## src/rtl/dafilt_pkg.sv

```systemverilog
package dafilt_pkg;

    localparam int ADDR_W     = 48;
    localparam int OCTETS     = ADDR_W / 8;
    localparam int HASH_W     = 64;
    localparam int IDX_W      = $clog2(HASH_W);
    localparam int CTRL_W     = 12;
    localparam int N_CRIT     = 6;
    localparam int IDX_LSB    = 23;
    localparam logic [31:0] CRC_POLY_REFL = 32'hEDB8_8320;
    localparam logic [31:0] CRC_SEED      = 32'hFFFF_FFFF;

    typedef enum logic [1:0] {
        CLS_UNI   = 2'd0,
        CLS_MULTI = 2'd1,
        CLS_BCAST = 2'd2
    } addr_class_e;

    // Criterion slots, in the bit order of the enable and reason vectors.
    typedef struct packed {
        logic perfect;
        logic mc_hash;
        logic uc_hash;
        logic mc_all;
        logic bc_all;
        logic uc_all;
    } crit_t;

    // Reflected CRC-32 over the address octets, first octet first, LSB first.
    function automatic logic [IDX_W-1:0] hash_index(input logic [ADDR_W-1:0] a);
        logic [31:0] crc;
        logic [7:0]  oct;
        logic        fb;
        crc = CRC_SEED;
        for (int i = 0; i < OCTETS; i++) begin
            oct = a[ADDR_W-1-8*i -: 8];
            for (int b = 0; b < 8; b++) begin
                fb  = crc[0] ^ oct[b];
                crc = crc >> 1;
                if (fb) crc = crc ^ CRC_POLY_REFL;
            end
        end
        return crc[IDX_LSB +: IDX_W];
    endfunction

endpackage

```

## src/rtl/dafilt_classify.sv

```systemverilog
module dafilt_classify
    import dafilt_pkg::*;
(
    input  logic              clk,
    input  logic              rst,
    input  logic [ADDR_W-1:0] addr,
    output addr_class_e       cls
);
    localparam int GROUP_BIT = ADDR_W - 8;

    always_comb begin
        if (&addr)                cls = CLS_BCAST;
        else if (addr[GROUP_BIT]) cls = CLS_MULTI;
        else                      cls = CLS_UNI;
    end

    // A unicast result never carries the group bit
    assert_uni_no_group_R3: assert property (@(posedge clk) disable iff (rst)
        (cls == CLS_UNI) |-> !addr[GROUP_BIT]);
    // Broadcast is reported exactly when the address is all ones
    assert_bcast_allones_R3: assert property (@(posedge clk) disable iff (rst)
        (cls == CLS_BCAST) == (addr == {ADDR_W{1'b1}}));

endmodule

```

## src/rtl/dafilt_hash.sv

```systemverilog
module dafilt_hash
    import dafilt_pkg::*;
(
    input  logic [ADDR_W-1:0] addr,
    input  logic [HASH_W-1:0] table_bits,
    output logic [IDX_W-1:0]  idx,
    output logic              hit
);
    always_comb begin
        idx = hash_index(addr);
        hit = table_bits[idx];
    end
endmodule

```

## src/rtl/dst_addr_filter.sv

```systemverilog
module dst_addr_filter
    import dafilt_pkg::*;
(
    input  logic              clk,
    input  logic              rst,
    input  logic              addr_valid,
    input  logic [47:0]       dst_addr,
    input  logic [47:0]       station_addr,
    input  logic [63:0]       hash_table,
    input  logic [11:0]       filter_ctrl,
    output logic              res_valid,
    output logic              accept,
    output logic [5:0]        reason
);
    addr_class_e       cls;
    logic [IDX_W-1:0]  hidx;
    logic              hhit;
    logic              station_eq;
    crit_t             crit_raw;
    crit_t             crit_en;
    crit_t             crit_q;
    logic              accept_q;
    logic              valid_q;
    logic              unused_rsvd;

    dafilt_classify u_cls (
        .clk  (clk),
        .rst  (rst),
        .addr (dst_addr),
        .cls  (cls)
    );

    dafilt_hash u_hash (
        .addr       (dst_addr),
        .table_bits (hash_table),
        .idx        (hidx),
        .hit        (hhit)
    );

    assign station_eq  = (dst_addr == station_addr);
    assign unused_rsvd = ^{filter_ctrl[CTRL_W-1:N_CRIT], hidx};

    always_comb begin
        crit_raw.uc_all  = (cls == CLS_UNI);
        crit_raw.bc_all  = (cls == CLS_BCAST);
        crit_raw.mc_all  = (cls == CLS_MULTI);
        crit_raw.uc_hash = (cls == CLS_UNI)   && hhit;
        crit_raw.mc_hash = (cls == CLS_MULTI) && hhit;
        crit_raw.perfect = station_eq;
        crit_en          = crit_raw & crit_t'(filter_ctrl[N_CRIT-1:0]);
    end

    always_ff @(posedge clk) begin
        if (rst) begin
            valid_q  <= 1'b0;
            crit_q   <= '0;
            accept_q <= 1'b0;
        end else begin
            valid_q <= addr_valid;
            if (addr_valid) begin
                crit_q   <= crit_en;
                accept_q <= |crit_en;
            end else begin
                crit_q   <= '0;
                accept_q <= 1'b0;
            end
        end
    end

    assign res_valid = valid_q;
    assign accept    = accept_q;
    assign reason    = crit_q;

    // Result strobe trails the input strobe by one clock
    assert_valid_lag_R2: assert property (@(posedge clk) disable iff (rst)
        ##1 res_valid == $past(addr_valid));
    // No result state outside a valid cycle
    assert_idle_quiet_R2: assert property (@(posedge clk) disable iff (rst)
        !res_valid |-> (!accept && reason == '0));
    // A reason bit only appears when its enable was set
    assert_reason_enabled_R4: assert property (@(posedge clk) disable iff (rst)
        ##1 res_valid |-> ((reason & ~$past(filter_ctrl[N_CRIT-1:0])) == '0));
    // Accept tracks the reason vector
    assert_accept_or_R10: assert property (@(posedge clk) disable iff (rst)
        accept == (reason != '0));
    // Zero enables reject the frame
    assert_zero_ctrl_reject_R10: assert property (@(posedge clk) disable iff (rst)
        ##1 (res_valid && $past(filter_ctrl[N_CRIT-1:0]) == '0) |-> !accept);
    // Broadcast and multicast reasons never coexist
    assert_bc_mc_excl_R6: assert property (@(posedge clk) disable iff (rst)
        !(reason[1] && (reason[2] || reason[4])));

endmodule

```

## config.mk

```make
export PLATFORM = sky130hd
export DESIGN_NAME = dst_addr_filter
export DESIGN_NICKNAME = d
export VERILOG_FILES = /design/src/rtl/dafilt_pkg.sv /design/src/rtl/dafilt_classify.sv /design/src/rtl/dafilt_hash.sv /design/src/rtl/dst_addr_filter.sv
export SDC_FILE = /design/constraint.sdc
export NUM_CORES = 1
export LEC_CHECK = 0
export CAP_MARGIN = 40
export CORE_MARGIN = 8
export CORE_UTILIZATION = 45
export CTS_CLUSTER_SIZE = 25
export DETAILED_ROUTE_END_ITERATION = 6
export PLACE_DENSITY = 0.84
export SLEW_MARGIN = 20
export SYNTH_ARGS = -nofsm -noshare
export SYNTH_HDL_FRONTEND = slang
export SYNTH_SLANG_ARGS = --single-unit
export TNS_END_PERCENT = 5
```

## constraint.sdc

```tcl
create_clock -name clk -period 6.4 [get_ports clk]
set_input_delay 0.96 -clock clk [delete_from_list [all_inputs] [get_ports clk]]
set_output_delay 0.96 -clock clk [all_outputs]
set_load 0.01 [all_outputs]
```

=== Yosys cells after proc, flatten, opt, wreduce, memory -nomap -nowiden ===
Index checks and enable logic that the tools add are counted.

* Magnitude comparators: 1
* Eq/ne operators: 3
* Multiplexer cells: 52
* Bitwise operators: 96
* Reduce and logical (&&, ||, !) cells: 6

{| class="wikitable"
|+ Operators with widths
! kind !! number
|-
| 32-bit 2-to-1 mux || 45
|-
| 13-bit NOT with 14-bit output || 44
|-
| 48-bit == test || 1
|-
| 48-bit AND reduction || 1
|-
| 1-bit XOR || 47
|-
| 31-bit 2-to-1 mux || 1
|-
| 30-bit 2-to-1 mux || 1
|-
| 28-bit 2-to-1 mux || 1
|-
| 13-bit NOT || 1
|-
| 12-bit NOT || 1
|-
| 11-bit NOT || 1
|-
| 6-bit by 7-bit < comparator with 1-bit output, second input constant || 1
|-
| 6-bit bitwise AND || 1
|-
| 1-bit binary-select mux with 6-bit select || 1
|-
| 6-bit OR reduction || 1
|-
| 2-bit by 1-bit == test with 1-bit output, second input constant || 1
|-
| 2-bit == test, second input constant || 1
|-
| 1-bit logical AND || 2
|-
| 2-bit zero test || 1
|-
| 1-bit 2-to-1 mux || 2
|-
| 2-bit 2-to-1 mux || 1
|-
| 2-bit OR reduction || 1
|-
| 1-bit NOT || 1
|}

* Register bits: 8
* Input bits: 175
* Output and inout bits: 8
* Word-level logic and storage cells: 166

=== Logic depth before layout (Yosys ltp) ===
* Depth after elaboration: 100
* Depth in mapped cells: 19
* Depth with buffers taken out: 15

=== Modules after synthesis ===
Synthesis repeated with hierarchy kept, for this count alone.

* Cell total of the unflattened synthesis: 379
* Area total of the unflattened synthesis: 4553.1 um^2

{| class="wikitable"
|+ By module, submodules not included
! module !! instances !! cells an instance !! area each (um^2)
|-
| dafilt_hash || 1 || 270 || 3656.0
|-
| dst_addr_filter || 1 || 91 || 780.7
|-
| dafilt_classify || 1 || 18 || 116.4
|}

=== Worst setup path after synthesis ===
OpenSTA, ideal clock, no wires.

* Path type: in2reg
* Start: in dst_addr[40]
* End: reg crit_q (netlist bit reason[3])
* Arrival time: 5.274 ns
* Path slack: 1.009 ns
* Cell stages on the path: 19
* Cells stage by stage: ha_1 clkbuf_1 xor3_1 xnor3_1 xnor3_1 xor2_1 xnor2_1 xnor3_1 xnor3_1 buf_4 buf_4 buf_2 mux2i_1 mux2i_1 o22ai_1 nor2_1 o21ai_1 o41a_1 and4bb_1

* Longest elaborated chain between the ends: 73
* Elaborated cells between the ends (all ways): 138
* Classes of those cells: mux (52); bitwise (83); reduce/logical (3)

{| class="wikitable"
|+ Ends and longest elaborated chain
! element !! RTL line !! source
|-
| start: declaration || dst_addr_filter.sv:7 || <nowiki>input logic [47:0] dst_addr,</nowiki>
|-
| 32-bit 2-to-1 mux || dafilt_pkg.sv:40 || <nowiki>if (fb) crc = crc ^ CRC_POLY_REFL;</nowiki>
|-
| 13-bit NOT with 14-bit output (no source line) || -- ||
|-
| 32-bit 2-to-1 mux || dafilt_pkg.sv:40 ||
|-
| 32-bit 2-to-1 mux or 13-bit NOT with 14-bit output (tied branches) || -- ||
|-
| 32-bit 2-to-1 mux || dafilt_pkg.sv:40 ||
|-
| 13-bit NOT with 14-bit output (no source line) or 32-bit 2-to-1 mux (tied branches) || -- ||
|-
| 32-bit 2-to-1 mux or 13-bit NOT with 14-bit output (tied branches) || -- ||
|-
| 32-bit 2-to-1 mux || dafilt_pkg.sv:40 ||
|-
| (+57 left out) || -- ||
|-
| 12-bit NOT (no source line) || -- ||
|-
| 30-bit 2-to-1 mux || dafilt_pkg.sv:40 ||
|-
| 11-bit NOT (no source line) || -- ||
|-
| 28-bit 2-to-1 mux || dafilt_pkg.sv:40 ||
|-
| 1-bit binary-select mux with 6-bit select || dafilt_hash.sv:11 || <nowiki>hit = table_bits[idx];</nowiki>
|-
| 1-bit 2-to-1 mux (not written as such) || dafilt_hash.sv:11 ||
|-
| 1-bit logical AND * || dst_addr_filter.sv:47 || <nowiki>crit_raw.uc_hash = (cls == CLS_UNI) && hhit;</nowiki>
|-
| 6-bit bitwise AND * || dst_addr_filter.sv:50 || <nowiki>crit_en = crit_raw & crit_t'(filter_ctrl[N_CRIT-1:0]);</nowiki>
|-
| end signal: assignment || dst_addr_filter.sv:61 || <nowiki>crit_q <= crit_en;</nowiki>
|-
| end: declaration || dst_addr_filter.sv:21 || <nowiki>crit_t crit_q;</nowiki>
|}

Every way passes the cells marked *; elsewhere a longest branch is shown, timed or not. The select of a mux whose other input is x is not followed.
A chain may end at the register's enable or synchronous reset.

=== Worst setup path in the final report ===
* Start: in dst_addr[46]
* End: reg crit_q (netlist bit reason[3])

* Longest elaborated chain between the ends: 64
* Elaborated cells between the ends (all ways): 120
* Classes of those cells: mux (45); bitwise (72); reduce/logical (3)

{| class="wikitable"
|+ Ends and longest elaborated chain
! element !! RTL line
|-
| parallel branches: the longest is 62 deep, another holds 32-bit 2-to-1 mux || --
|-
| 1-bit logical AND * || dst_addr_filter.sv:47
|-
| 6-bit bitwise AND * || dst_addr_filter.sv:50
|}

Every way passes the cells marked *. The select of a mux whose other input is x is not followed.

==> summary by stage <==
Placement
The quantity of I/O buffers inserted on ports is 176. Detailed placement finished with a half-perimeter wire length of 13,000 um. At the end of routability-driven placement, the weighted congestion stood at 0.932.

Drt
After detailed routing, the met3 layer carries 1350 um of wire. Signal routing reaches up to met4. The final wirelength is 14,900 um.

The number of design rule violations left after detail routing is 0. Dividing the detail-routed wire length by the instance count gives 20.2 um. Detailed routing placed a total of 7220 um of wire on met2. The first routing iteration left 137 violations. Using the TritonRoute via totals, the vias-per-cell ratio works out to 5.26.

The number of nets still failing antenna checks after routing is 0. For this block, the via count after detailed routing is 3,882. In the final routing, the length of wire on met1 measures 6020 um.

The detailed-router iteration count before antenna repair is 5.

Floorplanning
The number of primary I/O pins is 183. Once the floorplan was initialized, standard cells occupied 45.5% of the core. The floorplan has 36 rows. The core outline area is 9640 um2.

The height of the die is 115 um. The area of the die is 13,200 um2. The width of the die is 115 um.

Clock network
TritonCTS built the clock tree. In this run, post-CTS repair resized a total of 0 instances. The total clock buffers created by CTS is 3. The CTS clock-pin slew for the worst setup and hold paths is 40 ps. Counting along the longest clock path gives a buffer depth of 2. The number of buffers inserted by post-CTS setup repair is 0. The library cell used as clock root buffer is clkbuf_8. For this design, the sink count on the clock tree is 8.

The hold buffer count at CTS is 0. The total number of H-tree levels is 1.

Cells and area
The antenna diode instance count is 0. The post-synthesis to final-layout area growth is 46.8%. The layout net count is 785. The library cell used most frequently in the layout, excluding fill and tap cells, is clkdlybuf4s50_1. The layout cell share with drive strength beyond 1 is 8.93%. The top cell types in the final layout, fill and taps aside, are clkdlybuf4s50_1, xnor2_1, xor2_1.

Critical path
The data arrival time of the worst path is 6200 ps. The biggest fanout along the worst timing path is 7. The critical path data required time is 6570 ps. The worst setup path is of the in -> reg kind. The critical path startpoint category is a primary input.

The critical path capture point type is a register. The critical path goes through clkdlybuf4s50_1, xnor2_1, xor3_1, xnor3_1, xnor3_1, xnor2_1, xnor2_1, xnor3_2, xor2_1, nand3_1, o21ai_1, a222oi_1, a211o_1, o41a_1, and4bb_1. The cell family contributing the most delay on the critical path is XOR/XNOR gates. The slowest stage of the critical path is the clkdlybuf4s50_1 cell. The most common cell type on the critical path is xnor2_1. The longest individual stage delay on the worst path is 660 ps. The number of buffers and inverters on the critical path is 1.

Global routing
The total routing usage reported by global routing is 22.2%. The number of global-route vias before repair is 4,251. Entering global routing, the biggest net connects 20 pins. The residual overflow from global routing is 0.

The first global-routing pass estimated 22,900 um of wire. The initial antenna violation count is 0.

STA
Measured against its own limit, the worst slew margin works out to 60.7%. The number of hold-slack violations in the final timing report is 0. Setup total negative slack on the finished layout was measured at 0 ps. Dividing the final minimum period by the clock period gives 94.2%. The count of final max-slew check failures is 0.

Derived from the worst setup path, the maximum achievable clock frequency is 0.166 GHz. The actual transition at the worst max-transition pin is 587 ps. Hold timing on the final database bottoms out at a slack of 1300 ps. Setup violations remaining at the end of the flow were counted as 0. The post-layout minimum cycle time is 6030 ps. Setup repair after global routing left no endpoint under its margin.

Yosys
The complex-gate fraction of the synthesized area is 6.39%. The average instance in the mapped netlist occupies 10.4 um2. For this run, the number of Yosys warnings is 0. The arithmetic-cell share of the synthesized area counting full adders, half adders and majority gates is 0.855%. The most used flip-flop cell after synthesis is dfxtp_1. After synthesis, the largest family of logic cells by area is XOR/XNOR gates. Synthesis produced a netlist whose cell count is 423. In the synthesized netlist, mux cells make up 8.33% of the area.

The number of nets handed over by synthesis was 601. The number of enable-type register cells in the synthesized netlist is 0. The cell area that synthesis handed to floorplanning was 4390 um2. In this run, distinct cell masters in the synthesized netlist total 50. The share of synthesized cell area in and, or, nand and nor gates is 10.1%. After Yosys synthesis, XOR and XNOR cells account for 67.8% of the synthesized area. The part of the Yosys area used for sequential elements is 3.65%. The flop and latch count out of synthesis is 8.

The share of synthesized registers carrying an async set or reset is 0%.

Run
The max-capacitance violation count is 0.

Min path
The path class of the tightest hold or removal check is in -> reg.

Outcome
The run finished with clean final reports.
synthesized netlist by cell type, types with 2 or more instances:
library cell | count | area [um2]
nand2_1 | 15 | 56.3
a221oi_1 | 2 | 17.5
buf_4 | 5 | 37.5
xnor2_1 | 98 | 858
ha_1 | 3 | 37.5
xor2_1 | 62 | 543
mux2_2 | 9 | 101
o2111a_1 | 2 | 22.5
xnor3_2 | 2 | 47.6
a222oi_1 | 2 | 20.0
clkbuf_1 | 9 | 33.8
mux2i_1 | 23 | 230
nor4_1 | 13 | 81.3
and2_1 | 3 | 18.8
nor3_1 | 4 | 20.0
o2111ai_1 | 2 | 17.5
o21ai_0 | 8 | 40.0
xnor2_4 | 6 | 165
xnor2_2 | 7 | 114
o22ai_1 | 4 | 25.0
nand2b_1 | 2 | 12.5
nand3_1 | 9 | 45.0
inv_1 | 6 | 22.5
nor2b_1 | 5 | 31.3
buf_2 | 7 | 35.0
dfxtp_1 | 8 | 160
xor3_1 | 11 | 262
nor2_1 | 11 | 41.3
xnor3_1 | 43 | 968
o21ai_1 | 3 | 15.0
nand4_1 | 15 | 93.8
a22oi_1 | 6 | 45.0
worst min-delay path: stages:
cell	delay, ps
clkdlybuf4s50_1	420
nand2_1	60
nor2_1	40
metal layers:
layer,GRT usage [%],vias up
li1,-,1868
met1,26.2,1802
met2,39.6,188
met3,5.51,24
met4,5.69,0
met5,0,-
metrics by stage:
step                instance area [um2]  utilization, %  instances  worst slack [ps]
finish                             6440            66.8        738               371
global route                       6440            66.8        738               113
CTS                                6440            66.8        738               353
global placement                   6400            66.4        735               260
detailed placement                 6400            66.4        735               162
floorplan                          4390               -        423              1010
sequential cells by signal, summed over array words and instances (netlist names):
register and cells:
reason 6, res_valid 1, accept 1
path summary, 6_finish.rpt:
kind | start | endpoint | cells past startpoint | slack, ps
setup / recovery | dst_addr[46] | reason[3]$_SDFF_PP0_ | 15 | 370
hold / removal | filter_ctrl[1] | reason[1]$_SDFF_PP0_ | 3 | 1300
area by class of cell:
type / count / area (um2)
Clock buffer: 3 / 41.3
Fill cell: 786 / 3200
Inverter: 6 / 22.5
Multi-Input combinational cell: 388 / 4100
Sequential cell: 8 / 160
Tap cell: 133 / 166
Timing Repair Buffer: 200 / 1950
kinds of logic after synthesis:
logic type	after synthesis
xor+xnor	230
mux	34
compound gates	39
simple gates	82
flops	8
fa+ha+maj	3
buf+inv	27
Power is left out: the tool's default activity adds up to more than one toggle a clock period on the data nets, which glitch-free logic cannot reach.
